==> config.mk <==
export PLATFORM = sky130hd
export DESIGN_NAME = pwm_action_gen
export DESIGN_NICKNAME = d
export VERILOG_FILES = /design/src/rtl/pwm_aq_pkg.sv /design/src/rtl/pwm_cmp_unit.sv /design/src/rtl/pwm_aq_channel.sv /design/src/rtl/pwm_action_gen.sv
export SDC_FILE = /design/constraint.sdc
export NUM_CORES = 1
export LEC_CHECK = 0
export BUFFER_PORTS_ARGS = -buffer_cell sky130_fd_sc_hd__buf_2
export CAP_MARGIN = 20
export CORE_MARGIN = 3
export CORE_UTILIZATION = 29
export CTS_BUF_LIST = sky130_fd_sc_hd__clkbuf_2 sky130_fd_sc_hd__clkbuf_4 sky130_fd_sc_hd__clkbuf_8
export DETAILED_ROUTE_END_ITERATION = 16
export GPL_TIMING_DRIVEN = 0
export HOLD_SLACK_MARGIN = 0.02
export PLACE_DENSITY = 0.44
export SLEW_MARGIN = 20
export SYNTH_ARGS = -nofsm -noshare
export SYNTH_HDL_FRONTEND = slang
export SYNTH_SLANG_ARGS = --single-unit
export TNS_END_PERCENT = 10
==> constraint.sdc <==
create_clock -name clk -period 5.18 [get_ports clk]
set_input_delay 0.518 -clock clk [delete_from_list [all_inputs] [get_ports clk]]
set_output_delay 0.518 -clock clk [all_outputs]
set_load 0.03 [all_outputs]
==> src/rtl/pwm_aq_pkg.sv <==
package pwm_aq_pkg;
  localparam int NUM_EVT = 6;
  localparam int TBL_W   = 2 * NUM_EVT;
  localparam int EV_ZERO = 0;
  localparam int EV_PRD  = 1;

  typedef enum logic [1:0] {
    ACT_NONE = 2'b00,
    ACT_LOW  = 2'b01,
    ACT_HIGH = 2'b10,
    ACT_TOG  = 2'b11
  } act_e;
endpackage

==> src/rtl/pwm_cmp_unit.sv <==
module pwm_cmp_unit #(
  parameter int CNT_W = 14
) (
  input  logic             clk,
  input  logic             rst_n,
  input  logic             wr_i,
  input  logic [CNT_W-1:0] val_i,
  input  logic             load_i,
  input  logic [CNT_W-1:0] cnt_i,
  input  logic             dir_up_i,
  output logic             evt_up_o,
  output logic             evt_dn_o,
  output logic             hit_o
);
  logic [CNT_W-1:0] shadow_q, shadow_d;
  logic [CNT_W-1:0] active_q, active_d;
  logic             hit_q, hit_d;

  always_comb begin
    shadow_d = wr_i   ? val_i    : shadow_q;
    active_d = load_i ? shadow_q : active_q;
    hit_d    = (cnt_i == active_q);
  end

  assign evt_up_o = hit_d &  dir_up_i;
  assign evt_dn_o = hit_d & ~dir_up_i;

  always_ff @(posedge clk or negedge rst_n) begin
    if (!rst_n) begin
      shadow_q <= '0;
      active_q <= '0;
      hit_q    <= 1'b0;
    end else begin
      shadow_q <= shadow_d;
      active_q <= active_d;
      hit_q    <= hit_d;
    end
  end

  assign hit_o = hit_q;

  // the active value moves only on a zero strobe
  a_r7_active_hold: assert property (@(posedge clk) disable iff (!rst_n)
    !$past(load_i) |-> $stable(active_q));

  // a strobe implies a directional event one cycle before
  a_r8_hit_follows: assert property (@(posedge clk) disable iff (!rst_n)
    hit_o |-> $past(evt_up_o || evt_dn_o));
endmodule

==> src/rtl/pwm_aq_channel.sv <==
module pwm_aq_channel
  import pwm_aq_pkg::*;
(
  input  logic             clk,
  input  logic             rst_n,
  input  logic [NUM_EVT-1:0] evt_i,
  input  logic [TBL_W-1:0] tbl_i,
  input  logic             force_en_i,
  input  logic             force_lvl_i,
  output logic             pwm_o
);
  act_e act;
  logic pwm_q, pwm_d, upd;

  // higher index overrides lower: fixed priority
  always_comb begin
    act = ACT_NONE;
    for (int k = 0; k < NUM_EVT; k++) begin
      if (evt_i[k] && (tbl_i[2*k +: 2] != 2'b00)) act = act_e'(tbl_i[2*k +: 2]);
    end
  end

  always_comb begin
    pwm_d = pwm_q;
    upd   = 1'b0;
    if (force_en_i) begin
      pwm_d = force_lvl_i;
      upd   = 1'b1;
    end else begin
      case (act)
        ACT_LOW:  begin pwm_d = 1'b0;   upd = 1'b1; end
        ACT_HIGH: begin pwm_d = 1'b1;   upd = 1'b1; end
        ACT_TOG:  begin pwm_d = ~pwm_q; upd = 1'b1; end
        default:  ;
      endcase
    end
  end

  always_ff @(posedge clk or negedge rst_n) begin
    if (!rst_n)   pwm_q <= 1'b0;
    else if (upd) pwm_q <= pwm_d;
  end

  assign pwm_o = pwm_q;

  // force overrides every event
  a_r6_force_wins: assert property (@(posedge clk) disable iff (!rst_n)
    $past(force_en_i) |-> (pwm_o == $past(force_lvl_i)));

  // hold leaves the output alone
  a_r3_hold_stable: assert property (@(posedge clk) disable iff (!rst_n)
    $past(!force_en_i && act == ACT_NONE) |-> $stable(pwm_o));

  // toggle inverts the output
  a_r3_toggle_flips: assert property (@(posedge clk) disable iff (!rst_n)
    $past(!force_en_i && act == ACT_TOG) |-> (pwm_o != $past(pwm_o)));
endmodule

==> src/rtl/pwm_action_gen.sv <==
module pwm_action_gen
  import pwm_aq_pkg::*;
#(
  parameter int CNT_W = 14
) (
  input  logic             clk,
  input  logic             rst_n,
  input  logic [CNT_W-1:0] cnt_i,
  input  logic             cnt_up_i,
  input  logic             tb_zero_i,
  input  logic             tb_prd_i,
  input  logic             wr_en_i,
  input  logic [1:0]       wr_addr_i,
  input  logic [CNT_W-1:0] wr_data_i,
  output logic             pwm_a_o,
  output logic             pwm_b_o,
  output logic             cmp_a_hit_o,
  output logic             cmp_b_hit_o
);
  localparam int NUM_CH  = 2;
  localparam int FEN_BIT = TBL_W;
  localparam int FLV_BIT = TBL_W + 1;

  logic [CNT_W-1:0]   ctrl_q [NUM_CH];
  logic [CNT_W-1:0]   ctrl_d [NUM_CH];
  logic [NUM_CH-1:0]  evt_up, evt_dn, hit, pwm;
  logic [NUM_EVT-1:0] evt;

  assign evt = {evt_dn[1], evt_up[1], evt_dn[0], evt_up[0], tb_prd_i, tb_zero_i};

  for (genvar c = 0; c < NUM_CH; c++) begin : g_ch
    pwm_cmp_unit #(.CNT_W(CNT_W)) u_cmp (
      .clk      (clk),
      .rst_n    (rst_n),
      .wr_i     (wr_en_i && (wr_addr_i == 2'(c))),
      .val_i    (wr_data_i),
      .load_i   (tb_zero_i),
      .cnt_i    (cnt_i),
      .dir_up_i (cnt_up_i),
      .evt_up_o (evt_up[c]),
      .evt_dn_o (evt_dn[c]),
      .hit_o    (hit[c])
    );

    always_comb begin
      ctrl_d[c] = ctrl_q[c];
      if (wr_en_i && (wr_addr_i == 2'(c + 2))) ctrl_d[c] = wr_data_i;
    end

    always_ff @(posedge clk or negedge rst_n) begin
      if (!rst_n) ctrl_q[c] <= '0;
      else        ctrl_q[c] <= ctrl_d[c];
    end

    pwm_aq_channel u_aq (
      .clk         (clk),
      .rst_n       (rst_n),
      .evt_i       (evt),
      .tbl_i       (ctrl_q[c][TBL_W-1:0]),
      .force_en_i  (ctrl_q[c][FEN_BIT]),
      .force_lvl_i (ctrl_q[c][FLV_BIT]),
      .pwm_o       (pwm[c])
    );
  end

  assign pwm_a_o     = pwm[0];
  assign pwm_b_o     = pwm[1];
  assign cmp_a_hit_o = hit[0];
  assign cmp_b_hit_o = hit[1];
endmodule

Word-level counts from Yosys, hierarchy flattened. Cells that the tools add are included. W data, S select, Z words.

Reductions and logical operators: 35. Equality and inequality tests: 11. Multiplexer cells: 20. Bitwise operators: 7.

Operator list (count): $eq A14 B14 Y1 (2); $mux W2 (12); $reduce_bool A2 Y1 (12); $logic_and A1 B1 Y1 (16); $eq A2 B2 Y1 const B (6); $reduce_bool A4 Y1 (2); $eq A2 B1 Y1 const B (3); $mux W1 (6); $pmux W1 S3 (2); $reduce_or A3 Y1 (2); $and A1 B1 Y1 (4); $reduce_and A2 Y1 (2); $not A1 Y1 (3); $logic_not A2 Y1 (1).

Output and inout bits: 4. Logic and storage cells: 83. Input bits: 36. Flip-flop bits (word level): 88.

Logic depth before layout (Yosys ltp).
Depth in word-level cells: 13. Mapped depth: 7. Gate-level depth less buffers: 6.

Hierarchy. Synthesis repeated with hierarchy kept, for this count alone.

Cells, all modules: 302. Area total of the unflattened synthesis: 4103.9 um2.

Modules (own cells, without submodules): pwm_cmp_unit (instances 2, area each 1232.4 um2, cells each 82, seq. area each 725.7 um2); pwm_action_gen (instances 1, area each 1123.6 um2, cells each 62, seq. area each 700.7 um2); pwm_aq_channel (instances 2, area each 257.7 um2, cells each 38, seq. area each 25.0 um2).

Worst setup path after synthesis. Ideal clock, no wire load.

Kind: input to register. Start point: input cnt_i[2]. End point: register g_ch[0].u_aq.pwm_q. Required time: 5.098 ns. Path buffers: 0. Path slack: 3.264 ns. Library setup time: 0.082 ns. Cell stages on the path: 6. Data arrival time: 1.834 ns. Cells stage by stage: xnor2_1 nand4_1 nor4_4 a31oi_1 a221o_1 a31oi_1.

Word-level cells in the longest chain between the ends: 12. Elaborated cells on any way between the ends: 24. Classes of those cells: eq/ne: 5; mux: 8; bitwise: 4; reduce/logical: 7.

RTL lines: start: declaration (line pwm_action_gen.sv:8) `input logic [CNT_W-1:0] cnt_i,`; $eq A14 B14 Y1 (*) (line pwm_cmp_unit.sv:22) `hit_d = (cnt_i == active_q);`; named net g_ch[0].u_cmp.hit_d (line pwm_cmp_unit.sv:17) `logic hit_q, hit_d;`; $and A1 B1 Y1 (line pwm_cmp_unit.sv:25) `assign evt_up_o = hit_d & dir_up_i;`; $logic_and A1 B1 Y1 (line pwm_aq_channel.sv:19) `if (evt_i[k] && (tbl_i[2*k +: 2] != 2'b00)) act = act_e'(tbl_i[2*k +: 2]);`; $mux W2 (line pwm_aq_channel.sv:19); $mux W2 (*) (3 in series) (line pwm_aq_channel.sv:19); $eq A2 B1 Y1 / $eq A2 B2 Y1 (equally long branches) (line pwm_aq_channel.sv:30) `case (act)`; $reduce_or A3 Y1 (no source line); $mux W1 (line pwm_aq_channel.sv:30); $mux W1 (line pwm_aq_channel.sv:26) `if (force_en_i) begin`; $reduce_and A2 Y1 (no source line); end signal: assignment (line pwm_aq_channel.sv:41) `else if (upd) pwm_q <= pwm_d;`; end: declaration (line pwm_aq_channel.sv:13) `logic pwm_q, pwm_d, upd;`.

Mark *: on every way through the listed nets, which the timed path passes. The rest lies on a longest branch. A chain may end at the register's enable or synchronous reset.

Worst setup path in the final report.
Start point: input wr_addr_i[1]. End point: register g_ch[0].u_cmp.shadow_q[12].

Word-level cells in the longest chain between the ends: 2.

RTL lines: start: declaration (line pwm_action_gen.sv:13) `input logic [1:0] wr_addr_i,`; $logic_not A2 Y1 (line pwm_action_gen.sv:35) `.wr_i (wr_en_i && (wr_addr_i == 2'(c))),`; $logic_and A1 B1 Y1 (line pwm_action_gen.sv:35); end signal: assignment (line pwm_cmp_unit.sv:34) `shadow_q <= shadow_d;`; end: declaration (line pwm_cmp_unit.sv:15) `logic [CNT_W-1:0] shadow_q, shadow_d;`.

Every way passes these cells.

==> results.tsv <==
stage	metric	value	unit
run_status	status	finished, final reports clean	
global_route	grt_pass1_wl	14.0	mm
clocking	cts-resized-gates	0	
min_path	hold_class	in -> async	
clocking	clkSlewWorstSetupHoldPaths	0.08	ns
clocking	clockBufferDepth	2	
timing	hold_viol	0	
yosys	synth.avg_cell_area	13.7	um2
yosys	synthSimpleGateAreaFrac	0.0458	
flow_run	cap_violations	0	
global_route	track_usage	0.129	
detailed_routing	drc_errors	0	
floorplanning	dieArea	14700	um2
finish	nNetsFinal	367	
global_route	overflow	0	
floorplanning	core	12800	um2
detailed_routing	routedWlPerCell	16.9	um
yosys	muxShareOfSynthArea	0.246	
yosys	synth_compound_area_frac	0.0562	
setup_path	cp-end-kind	flop	
power	p_comb_frac	0.201	
power	p_int	1.29	mW
yosys	syn_area	3850	um2
timing	setup_violations	0	
yosys	yosys_warnings	0	
place	routabilityCongestion	0.734	
detailed_routing	vias	2346	
place	dpl.hpwl	6.22	mm
timing	relSlewSlack	0.364	
power	p_clk_frac	0.279	
power	power_leakage	1.89	nW
timing	rsz0062_at_grt	false	
setup_path	path_class	in -> reg	
finish	fillers	1301	
finish	drive_gt1_frac	0.424	
timing	fin_setup_tns	0	ns
detailed_routing	postRouteAntennaNets	0	
timing	fin_skew	0.00604	ns
clocking	numCtsBuffers	9	
yosys	synth_xor_area_frac	0.0637	
clocking	cts_tree	built	
yosys	synthAdderAreaFrac	0	
power	p_sw_frac	0.269	
setup_path	cp.required	5.41	ns
yosys	synthCells	281	
detailed_routing	wl	8.59	mm
finish	n_antenna_cell	0	
finish	area.growth.synth_to_final	16.9	%
clocking	hold_buffers	0	
power	ir_worst_vdd	0.200	mV
power	p_seq_frac	0.519	
place	pre_cts_slack	2.49	ns
timing	slew_viol_final	0	
floorplanning	row_count	41	
clocking	clkLatencyLatePin	0.35	ns
finish	post-route-util	0.351	
global_route	grt_max_degree	57	
detailed_routing	drt-initial-drc-count	72	
setup_path	crit_fanout	10	
place	dp_cells	492	
setup_path	rrSetupSlack	2.98	ns
timing	worst_pin_slew	0.952	ns
floorplanning	die_height	121	um
timing	setup_ws	2.91	ns
yosys	synth-seq-area-share	0.572	
yosys	ys_types	28	
floorplanning	io-pin-count	40	
clocking	cts_max_level	3	
setup_path	worst_ep_arrival_time	2.51	ns
detailed_routing	first_pass_iters	4	
global_route	first_global_vias	2541	
yosys	syn-num-nets	317	
timing	min_period_over_period	0.439	
floorplanning	die_x	121	um
timing	fmax	440	MHz
power	p_per_area	393	nW/um2
clocking	numClockSinks	88	
clocking	post_cts_buffers	0	
yosys	synth-seq-cells	88	
floorplanning	start_util	0.300	
place	portBuffers	38	
clocking	cts_root_buf	clkbuf_8	
timing	period_needed	2.27	ns
yosys	synth_top_family_by_area	multiplexers	
setup_path	start_kind	input pin	
power	switchingPower	0.476	mW
global_route	antenna_found_initial	0	
detailed_routing	viasPerCell	4.63	
finish	instances_no_fill	507	
## cells by family (layout without fill, tap and decap cells)
logic type             count (synthesis)  count (layout)
flip-flops                            88              88
multiplexers                          84              84
AO/OA/AOI/OAI                         33              33
AND/OR/NAND/NOR                       31              31
XOR/XNOR                              28              28
buffers and inverters                 17              71
## synthesized netlist by cell type
library cell | count | area (um2)
a311oi_1 | 1 | 8.76
a31o_2 | 1 | 8.76
nand2_1 | 14 | 52.6
inv_1 | 7 | 26.3
a21oi_1 | 9 | 45.0
nor3_1 | 1 | 5.00
clkbuf_1 | 8 | 30.0
a221o_1 | 1 | 10.0
a32o_1 | 1 | 10.0
nor4_1 | 1 | 6.26
buf_1 | 2 | 7.51
dfrtp_1 | 88 | 2200
a21o_2 | 1 | 8.76
a41o_2 | 1 | 11.3
a31oi_1 | 4 | 25.0
nand3_1 | 3 | 15.0
o21ai_0 | 7 | 35.0
nand4_1 | 6 | 37.5
nor4_4 | 1 | 21.3
nand4b_1 | 1 | 8.76
a21boi_0 | 1 | 7.51
a21o_1 | 1 | 7.51
xnor2_1 | 28 | 245
nand3b_1 | 3 | 22.5
a32oi_1 | 1 | 8.76
mux2_2 | 84 | 946
o211ai_1 | 4 | 30.0
nor3b_1 | 1 | 7.51
## worst paths after layout
kind / startpoint / endpoint / depth (start not counted)
setup / recovery: wr_addr_i[1] / g_ch[0].u_cmp.shadow_q[12]$_DFFE_PN0P_ / 4
hold / removal: rst_n / ctrl_q[6]$_DFFE_PN0P_ / 1
setup reg to reg: g_ch[0].u_cmp.active_q[2]$_DFFE_PN0P_ / g_ch[0].u_aq.pwm_o$_DFFE_PN0P_ / 6
hold reg to reg: g_ch[0].u_cmp.shadow_q[1]$_DFFE_PN0P_ / g_ch[0].u_cmp.shadow_q[1]$_DFFE_PN0P_ / 1
max in group asynchronous: rst_n / g_ch[0].u_cmp.shadow_q[12]$_DFFE_PN0P_ / 2
min in group clk: wr_data_i[4] / ctrl_q[4]$_DFFE_PN0P_ / 2
## layout make-up
cell class	count	area [um2]	area share
Inverter	7	26.3	0.00584
Timing Repair Buffer	39	224	0.0498
Clock inverter	2	37.5	0.00834
Clock buffer	13	173	0.0384
Sequential cell	88	2200	0.489
Multi-Input combinational cell	176	1580	0.352
Buffer	10	37.5	0.00834
Tap cell	172	215	0.0478
## worst max-delay path, cell delays in order
cell and delay [ns]:
buf_2 0.12, nor3b_1 0.78, clkbuf_1 0.68, mux2_2 0.41
## registers in the layout, summed over array words and instances, names as in the netlist
signal,flops
g_ch.u_cmp.hit_o,2
g_ch.u_cmp.active_q,28
g_ch.u_aq.pwm_o,2
ctrl_q,28
g_ch.u_cmp.shadow_q,28
## routing by layer
layer	global-route usage	routed length, um	vias to the layer above
met3	0.0331	311	9
li1	-	-	1107
met1	0.180	4330	1187
met2	0.199	3840	43
met5	0	0	-
met4	0.0336	106	0
## cell usage in the layout, fill, tap and decap left out, drive strengths merged, types with 2 or more instances in the layout
| cell | synthesis | layout |
|---|---|---|
| o211ai | 4 | 4 |
| o21ai | 7 | 7 |
| nand3 | 3 | 3 |
| xnor2 | 28 | 28 |
| nand3b | 3 | 3 |
| mux2 | 84 | 84 |
| a31oi | 4 | 4 |
| a21oi | 9 | 9 |
| a21o | 2 | 2 |
| dfrtp | 88 | 88 |
| inv | 7 | 7 |
| clkbuf | 8 | 21 |
| nand4 | 6 | 6 |
| nor4 | 2 | 2 |
| buf | 2 | 41 |
| nand2 | 14 | 14 |
## through the flow
step	area, um2	hold slack (ns)	power (mW)
after global placement	4260	0.480	1.28
after global routing	4500	0.0396	1.89
after floorplan	3850	0.222	1.17
final	4500	0.0493	1.77
after detailed placement	4290	0.435	1.30
after CTS	4500	0.0433	1.80
## power by group through the flow
stage          combinational (mW)  sequential, mW  clock (mW)
2_1_floorplan               0.254           0.917           0
3_3_place_gp                0.355           0.928           0
3_5_place_dp                0.364           0.932           0
4_1_cts                     0.365           0.918       0.522
5_1_grt                     0.398           0.942       0.547
6_report                    0.356           0.918       0.494
Power figures use the tool's default switching activity.
